==> src/rtl/cmx_pkg.sv <==
package cmx_pkg;
    typedef enum logic [2:0] {
        ST_IDLE,
        ST_WRITE,
        ST_FILL,
        ST_READ,
        ST_CAPTURE
    } seq_state_t;

    typedef enum logic [1:0] {
        OP_NONE,
        OP_SINGLE,
        OP_FILL,
        OP_READ
    } op_kind_t;
endpackage

==> src/rtl/cmx_cmd_decode.sv <==
module cmx_cmd_decode
    import cmx_pkg::*;
#(
    parameter int SLOT_W = 5,
    parameter int MUX_W  = 3,
    localparam int ADDR_W = SLOT_W + MUX_W
) (
    input  logic              rd,
    input  logic              transp,
    input  logic [1:0]        range_sel,
    input  logic [MUX_W-1:0]  dst_mux,
    input  logic [SLOT_W-1:0] dst_slot,
    input  logic [MUX_W-1:0]  src_mux,
    input  logic [SLOT_W-1:0] src_slot,
    output op_kind_t          kind,
    output logic [ADDR_W-1:0] first_addr,
    output logic [ADDR_W-1:0] last_addr,
    output logic [ADDR_W-1:0] wr_data
);
    logic [ADDR_W-1:0] dst_word;
    logic [ADDR_W-1:0] src_word;

    assign dst_word = {dst_mux, dst_slot};
    assign src_word = {src_mux, src_slot};

    always_comb begin
        kind       = OP_NONE;
        first_addr = dst_word;
        last_addr  = dst_word;
        wr_data    = src_word;
        if (rd) begin
            kind = OP_READ;
        end else if (!transp) begin
            kind = OP_SINGLE;
        end else begin
            unique case (range_sel)
                2'b00: begin
                    kind    = OP_SINGLE;
                    wr_data = dst_word;
                end
                2'b01: begin
                    kind      = OP_FILL;
                    last_addr = {dst_mux, {SLOT_W{1'b1}}};
                end
                2'b10: begin
                    kind      = OP_FILL;
                    last_addr = {ADDR_W{1'b1}};
                end
                default: kind = OP_NONE;
            endcase
        end
    end
endmodule

==> src/rtl/cmx_seq_fsm.sv <==
module cmx_seq_fsm
    import cmx_pkg::*;
#(
    parameter int ADDR_W = 8
) (
    input  logic              clk,
    input  logic              rst_n,
    input  logic              launch,
    input  op_kind_t          kind,
    input  logic [ADDR_W-1:0] first_addr,
    input  logic [ADDR_W-1:0] last_addr,
    input  logic [ADDR_W-1:0] wr_data,
    output logic              busy,
    output logic              mem_we,
    output logic              mem_re,
    output logic [ADDR_W-1:0] mem_addr,
    output logic [ADDR_W-1:0] mem_wdata,
    output logic              rd_valid
);
    seq_state_t        state, state_nx;
    logic [ADDR_W-1:0] addr_q, last_q, data_q;
    logic              at_last;

    assign at_last = (addr_q == last_q);

    // state register and address counter
    always_ff @(posedge clk) begin
        if (!rst_n) begin
            state  <= ST_IDLE;
            addr_q <= '0;
            last_q <= '0;
            data_q <= '0;
        end else begin
            state <= state_nx;
            if (launch) begin
                addr_q <= first_addr;
                last_q <= last_addr;
                data_q <= wr_data;
            end else if (state == ST_FILL && !at_last) begin
                addr_q <= addr_q + 1'b1;
            end
        end
    end

    // next-state logic
    always_comb begin
        state_nx = state;
        unique case (state)
            ST_IDLE: begin
                if (launch) begin
                    unique case (kind)
                        OP_SINGLE: state_nx = ST_WRITE;
                        OP_FILL:   state_nx = ST_FILL;
                        OP_READ:   state_nx = ST_READ;
                        default:   state_nx = ST_IDLE;
                    endcase
                end
            end
            ST_WRITE:   state_nx = ST_IDLE;
            ST_FILL:    state_nx = at_last ? ST_IDLE : ST_FILL;
            ST_READ:    state_nx = ST_CAPTURE;
            ST_CAPTURE: state_nx = ST_IDLE;
            default:    state_nx = ST_IDLE;
        endcase
    end

    // outputs
    always_comb begin
        busy      = (state != ST_IDLE);
        mem_we    = (state == ST_WRITE) || (state == ST_FILL);
        mem_re    = (state == ST_READ);
        rd_valid  = (state == ST_CAPTURE);
        mem_addr  = addr_q;
        mem_wdata = (state == ST_FILL) ? addr_q : data_q;
    end

    // consecutive fill writes climb by one address
    assert_fill_ascending_R5: assert property (@(posedge clk) disable iff (!rst_n)
        (state == ST_FILL && $past(state) == ST_FILL) |-> (mem_addr == $past(mem_addr) + 1'b1));

    // read data slot follows the read strobe
    assert_read_returns_R3: assert property (@(posedge clk) disable iff (!rst_n)
        mem_re |=> rd_valid);

    // busy drops after the read result cycle
    assert_busy_ends_R8: assert property (@(posedge clk) disable iff (!rst_n)
        rd_valid |=> !busy);
endmodule

==> src/rtl/cmx_conn_loader.sv <==
module cmx_conn_loader
    import cmx_pkg::*;
#(
    parameter int SLOT_W = 5,
    parameter int MUX_W  = 3,
    localparam int ADDR_W = SLOT_W + MUX_W
) (
    input  logic              clk,
    input  logic              rst_n,
    input  logic              cmd_valid,
    input  logic              cmd_read,
    input  logic              cmd_transparent,
    input  logic [1:0]        cmd_range,
    input  logic [MUX_W-1:0]  cmd_dst_mux,
    input  logic [SLOT_W-1:0] cmd_dst_slot,
    input  logic [MUX_W-1:0]  cmd_src_mux,
    input  logic [SLOT_W-1:0] cmd_src_slot,
    output logic              cmd_accept,
    output logic              busy,
    output logic              mem_we,
    output logic              mem_re,
    output logic [ADDR_W-1:0] mem_addr,
    output logic [ADDR_W-1:0] mem_wdata,
    input  logic [ADDR_W-1:0] mem_rdata,
    output logic              rd_valid,
    output logic [ADDR_W-1:0] rd_data
);
    op_kind_t          dec_kind;
    logic [ADDR_W-1:0] dec_first, dec_last, dec_data;

    assign cmd_accept = cmd_valid && !busy;
    assign rd_data    = mem_rdata;

    cmx_cmd_decode #(.SLOT_W(SLOT_W), .MUX_W(MUX_W)) u_decode (
        .rd         (cmd_read),
        .transp     (cmd_transparent),
        .range_sel  (cmd_range),
        .dst_mux    (cmd_dst_mux),
        .dst_slot   (cmd_dst_slot),
        .src_mux    (cmd_src_mux),
        .src_slot   (cmd_src_slot),
        .kind       (dec_kind),
        .first_addr (dec_first),
        .last_addr  (dec_last),
        .wr_data    (dec_data)
    );

    cmx_seq_fsm #(.ADDR_W(ADDR_W)) u_seq (
        .clk        (clk),
        .rst_n      (rst_n),
        .launch     (cmd_accept),
        .kind       (dec_kind),
        .first_addr (dec_first),
        .last_addr  (dec_last),
        .wr_data    (dec_data),
        .busy       (busy),
        .mem_we     (mem_we),
        .mem_re     (mem_re),
        .mem_addr   (mem_addr),
        .mem_wdata  (mem_wdata),
        .rd_valid   (rd_valid)
    );

    // no command is taken while an operation runs
    assert_refuse_while_busy_R9: assert property (@(posedge clk) disable iff (!rst_n)
        busy |-> !cmd_accept);

    // single transparent write carries identity data
    assert_identity_single_R4: assert property (@(posedge clk) disable iff (!rst_n)
        (cmd_accept && cmd_transparent && !cmd_read && cmd_range == 2'b00)
        |=> (mem_we && mem_wdata == mem_addr));

    // full-memory fill starts at the destination address
    assert_full_fill_start_R6: assert property (@(posedge clk) disable iff (!rst_n)
        (cmd_accept && cmd_transparent && !cmd_read && cmd_range == 2'b10)
        |=> (mem_we && mem_addr == $past({cmd_dst_mux, cmd_dst_slot})));

    // reserved range leaves the port quiet
    assert_reserved_quiet_R7: assert property (@(posedge clk) disable iff (!rst_n)
        (cmd_accept && cmd_transparent && !cmd_read && cmd_range == 2'b11)
        |=> (!busy && !mem_we));
endmodule

==> config.mk <==
export PLATFORM = sky130hd
export DESIGN_NAME = cmx_conn_loader
export DESIGN_NICKNAME = d
export VERILOG_FILES = /design/src/rtl/cmx_pkg.sv /design/src/rtl/cmx_cmd_decode.sv /design/src/rtl/cmx_seq_fsm.sv /design/src/rtl/cmx_conn_loader.sv
export SDC_FILE = /design/constraint.sdc
export NUM_CORES = 1
export LEC_CHECK = 0
export BUFFER_PORTS_ARGS = -buffer_cell sky130_fd_sc_hd__clkbuf_2
export CAP_MARGIN = 20
export CORE_MARGIN = 5
export CORE_UTILIZATION = 52
export CTS_CLUSTER_SIZE = 12
export DETAILED_ROUTE_END_ITERATION = 16
export GPL_TIMING_DRIVEN = 0
export HOLD_SLACK_MARGIN = 0.12
export PLACE_DENSITY = 0.9
export SYNTH_ARGS = -nofsm -noshare
export SYNTH_HDL_FRONTEND = slang
export SYNTH_SLANG_ARGS = --single-unit
==> constraint.sdc <==
create_clock -name clk -period 3 [get_ports clk]
set_input_delay 0.3 -clock clk [delete_from_list [all_inputs] [get_ports clk]]
set_output_delay 0.3 -clock clk [all_outputs]
set_load 0.01 [all_outputs]
==> results.sh <==
export IMPL_status="finished, final reports clean"
export IMPL_stdcell_area_mm2=0.00189
export IMPL_totalWireLength_um=4140
export IMPL_seq_area_um2=541
export IMPL_die_area_mm2=0.00421
export IMPL_grt_pass1_vias=1486
export IMPL_htree_num_levels=1
export IMPL_gp_congestion=0.834
export IMPL_syn2layout_area_growth_pct=20.7
export IMPL_grt_start_max_net_pins=16
export IMPL_cts_setup_buffers=0
export IMPL_min_delay_start="cmd_src_slot[1]"
export IMPL_fin_hold_ws_ns=0.181
export IMPL_min_to="u_seq.data_q[1]$_SDFFE_PN0P_"
export IMPL_grt_overflow=0
export IMPL_path_class="reg -> out"
export IMPL_fp_coreArea_mm2=0.00298
export IMPL_port_buffer_count=51
export IMPL_finalHoldViolations=0
export IMPL_rr_endpoint="u_seq.mem_addr[5]$_SDFFE_PN0P_"
export IMPL_min_period_ns=2.31
export IMPL_required_ns=2.70
export IMPL_drt_vias_per_instance=5.67
export IMPL_ant_nets=0
export IMPL_startpoint_type="flop"
export IMPL_finalClockSkew_ns=0.00638
export IMPL_critPathMaxFanout=10
export IMPL_p_leak_nw=0.839
export IMPL_ir_drop_uv=427
export IMPL_rsz0062_at_grt="no"
export IMPL_die_width_um=64.9
export IMPL_rows=20
export IMPL_wl_per_cell_um=14.6
export IMPL_drt_iter0_markers=118
export IMPL_dp_cells=279
export IMPL_setup_tns_ns=0
export IMPL_drv_cap=0
export IMPL_synth_nets=229
export IMPL_n_antenna_cell=0
export IMPL_r2r_start="u_seq.state[1]$_SDFFE_PN0P_"
export IMPL_seq_area_frac_synth_pct=34.5
export IMPL_syn_avg_cell_area_um2=8.04
export IMPL_dp_worst_setup_slack_ns=1.07
export IMPL_critPathCaptureType="output port"
export IMPL_netlist_area_mm2=0.00157
export IMPL_crit_arrival_ns=2.01
export IMPL_num_vias=1606
export IMPL_maxClockFrequency_ghz=0.434
export IMPL_final_util_pct=63.5
export IMPL_die_height_um=64.9
export IMPL_grt_pass1_wl_um=6780
export IMPL_synth_seq_cells=27
export IMPL_setup_viol=0
export IMPL_period_share_pct=76.9
export IMPL_dp_hpwl_um=3090
export IMPL_finalPower_mw=0.865
export IMPL_initial_core_util_pct=52.6
export IMPL_clockBufferDepth=2
export IMPL_drc=0
export IMPL_path_clk_slew_ns=0.16
export IMPL_post_cts_resized=0
export IMPL_holdPathStages=3
export IMPL_setup_ws_ns=0.693
export IMPL_drv_slew=0
export IMPL_layoutNonFillerInstCount=283
export IMPL_postCtsHoldBufs=0
export IMPL_num_fill_cells=284
export IMPL_synth_distinct_cells=37
export IMPL_cts_root_buf="clkbuf_4"
export IMPL_grt_antenna_before_repair=0
export IMPL_cts_sinks=27
export IMPL_dr_pass1_iters=4
export IMPL_cts_buffers_inserted=3
export IMPL_drive_gt1_share_pct=32.8
export IMPL_worst_pin_slew_ns=0.580
export IMPL_cts_tree="built"
export IMPL_syn_inst=195
export IMPL_ff2ff_path_depth=5
export IMPL_grt_usage_pct=20.2
export IMPL_dpl_cell_area_mm2=0.00186
export IMPL_clk_latency_ns=0.34
export IMPL_multiInputGateArea_um2=877
export IMPL_yosys_warnings=0
export IMPL_slew_headroom_pct=61.3
export IMPL_layout_nets=285
export IMPL_hold_class="in -> reg"
export IMPL_io_pins=60
export IMPL_power_density_mw_per_mm2=457
export IMPL_r2r_slack_ns=1.04
## synthesized netlist by cell type, drive strengths merged
| master | instances | area, um2 |
|---|---|---|
| a41oi | 1 | 16.3 |
| mux2i | 1 | 10.0 |
| nand2 | 23 | 86.3 |
| and2 | 1 | 6.26 |
| a21o | 1 | 7.51 |
| nor4 | 1 | 6.26 |
| a21oi | 2 | 10.0 |
| a211oi | 4 | 30.0 |
| a311oi | 8 | 70.1 |
| inv | 10 | 37.5 |
| nand3 | 12 | 60.1 |
| o21ai | 6 | 33.8 |
| nor3b | 2 | 26.3 |
| nand4 | 2 | 12.5 |
| o2bb2a | 1 | 10.0 |
| or2 | 2 | 12.5 |
| mux2 | 8 | 90.1 |
| nor2b | 1 | 6.26 |
| clkbuf | 5 | 20.0 |
| dfxtp | 27 | 541 |
| or3 | 1 | 6.26 |
| ha | 3 | 37.5 |
| nor2 | 18 | 67.6 |
| and3 | 3 | 18.8 |
| a2111oi | 1 | 10.0 |
| o31a | 3 | 26.3 |
| nor3 | 17 | 85.1 |
| or4 | 1 | 7.51 |
| buf | 15 | 92.6 |
| xnor2 | 9 | 78.8 |
| o221ai | 3 | 26.3 |
| a31oi | 3 | 18.8 |
## where the power goes
| part | switching, mW | internal [mW] | total (mW) | leakage [nW] |
|---|---|---|---|---|
| Combinational | 0.145 | 0.122 | 0.266 | 0.598 |
| Sequential | 0.0357 | 0.395 | 0.431 | 0.223 |
| Clock | 0.118 | 0.0503 | 0.169 | 0.0177 |
## worst max path at each step
stage,start,to,slack (ns),cells after the start
after floorplan,u_seq.state[0]$_SDFFE_PN0P_,u_seq.mem_addr[4]$_SDFFE_PN0P_,1.36,6
after global placement,u_seq.state[0]$_SDFFE_PN0P_,u_seq.mem_addr[5]$_SDFFE_PN0P_,1.10,6
after detailed placement,u_seq.state[0]$_SDFFE_PN0P_,u_seq.mem_addr[5]$_SDFFE_PN0P_,1.07,6
after CTS,u_seq.state[0]$_SDFFE_PN0P_,cmd_accept,0.73,6
after global routing,u_seq.state[0]$_SDFFE_PN0P_,cmd_accept,0.59,6
final,u_seq.state[0]$_SDFFE_PN0P_,cmd_accept,0.69,6
## critical path: stages (launching register included)
cell	delay (ns)
dfxtp_1	0.33
clkbuf_2	0.16
nor3_1	0.30
nand2_1	0.12
inv_1	0.11
clkbuf_1	0.42
clkbuf_2	0.23
## registers in the layout, indices dropped and copies added, names as in the netlist
signal          count
u_seq.data_q        8
u_seq.mem_addr      8
u_seq.last_q        8
u_seq.state         3
## layout make-up
class,count,area share [%]
multi-input cells,138,46.4
plain buffers,20,5.95
well taps,33,2.18
repair buffers,51,13.5
inverters,10,1.98
flip-flops and latches,27,28.6
clock inverters,1,0.265
clock buffers,3,1.19
## placed cells by master (no fill, tap or decap), types with 4 or more instances in the layout
cell,n
nor3_1,17
clkbuf_2,52
o21ai_0,5
a311oi_1,8
a211oi_1,4
nor2_1,18
dfxtp_1,27
buf_4,8
mux2_2,8
nand2_1,23
xnor2_1,9
buf_2,5
clkbuf_1,4
inv_1,10
nand3_1,12
## logic make-up (layout without fill, tap and decap cells)
kind of cell / Yosys count / in the layout / synth area share, %
adder cells (fa/ha/maj): 3 / 3 / 2.39
flip-flops: 27 / 27 / 34.5
multiplexers: 9 / 9 / 6.38
buffers and inverters: 30 / 85 / 9.58
XOR/XNOR: 9 / 9 / 5.03
AO/OA/AOI/OAI: 33 / 33 / 16.5
AND/OR/NAND/NOR: 84 / 84 / 25.6
## routing by layer
| metal | global-route usage, % | vias to the layer above | wire length, um | part of all wire [%] |
|---|---|---|---|---|
| met5 | 0 | - | 0 | 0 |
| met4 | 7.65 | 0 | 40 | 0.97 |
| met3 | 5.72 | 6 | 335 | 8.1 |
| met2 | 31.9 | 73 | 1980 | 48 |
| met1 | 25.9 | 724 | 1790 | 43 |
| li1 | - | 803 | - | - |
Note: power is estimated with default switching activity, not from simulation.
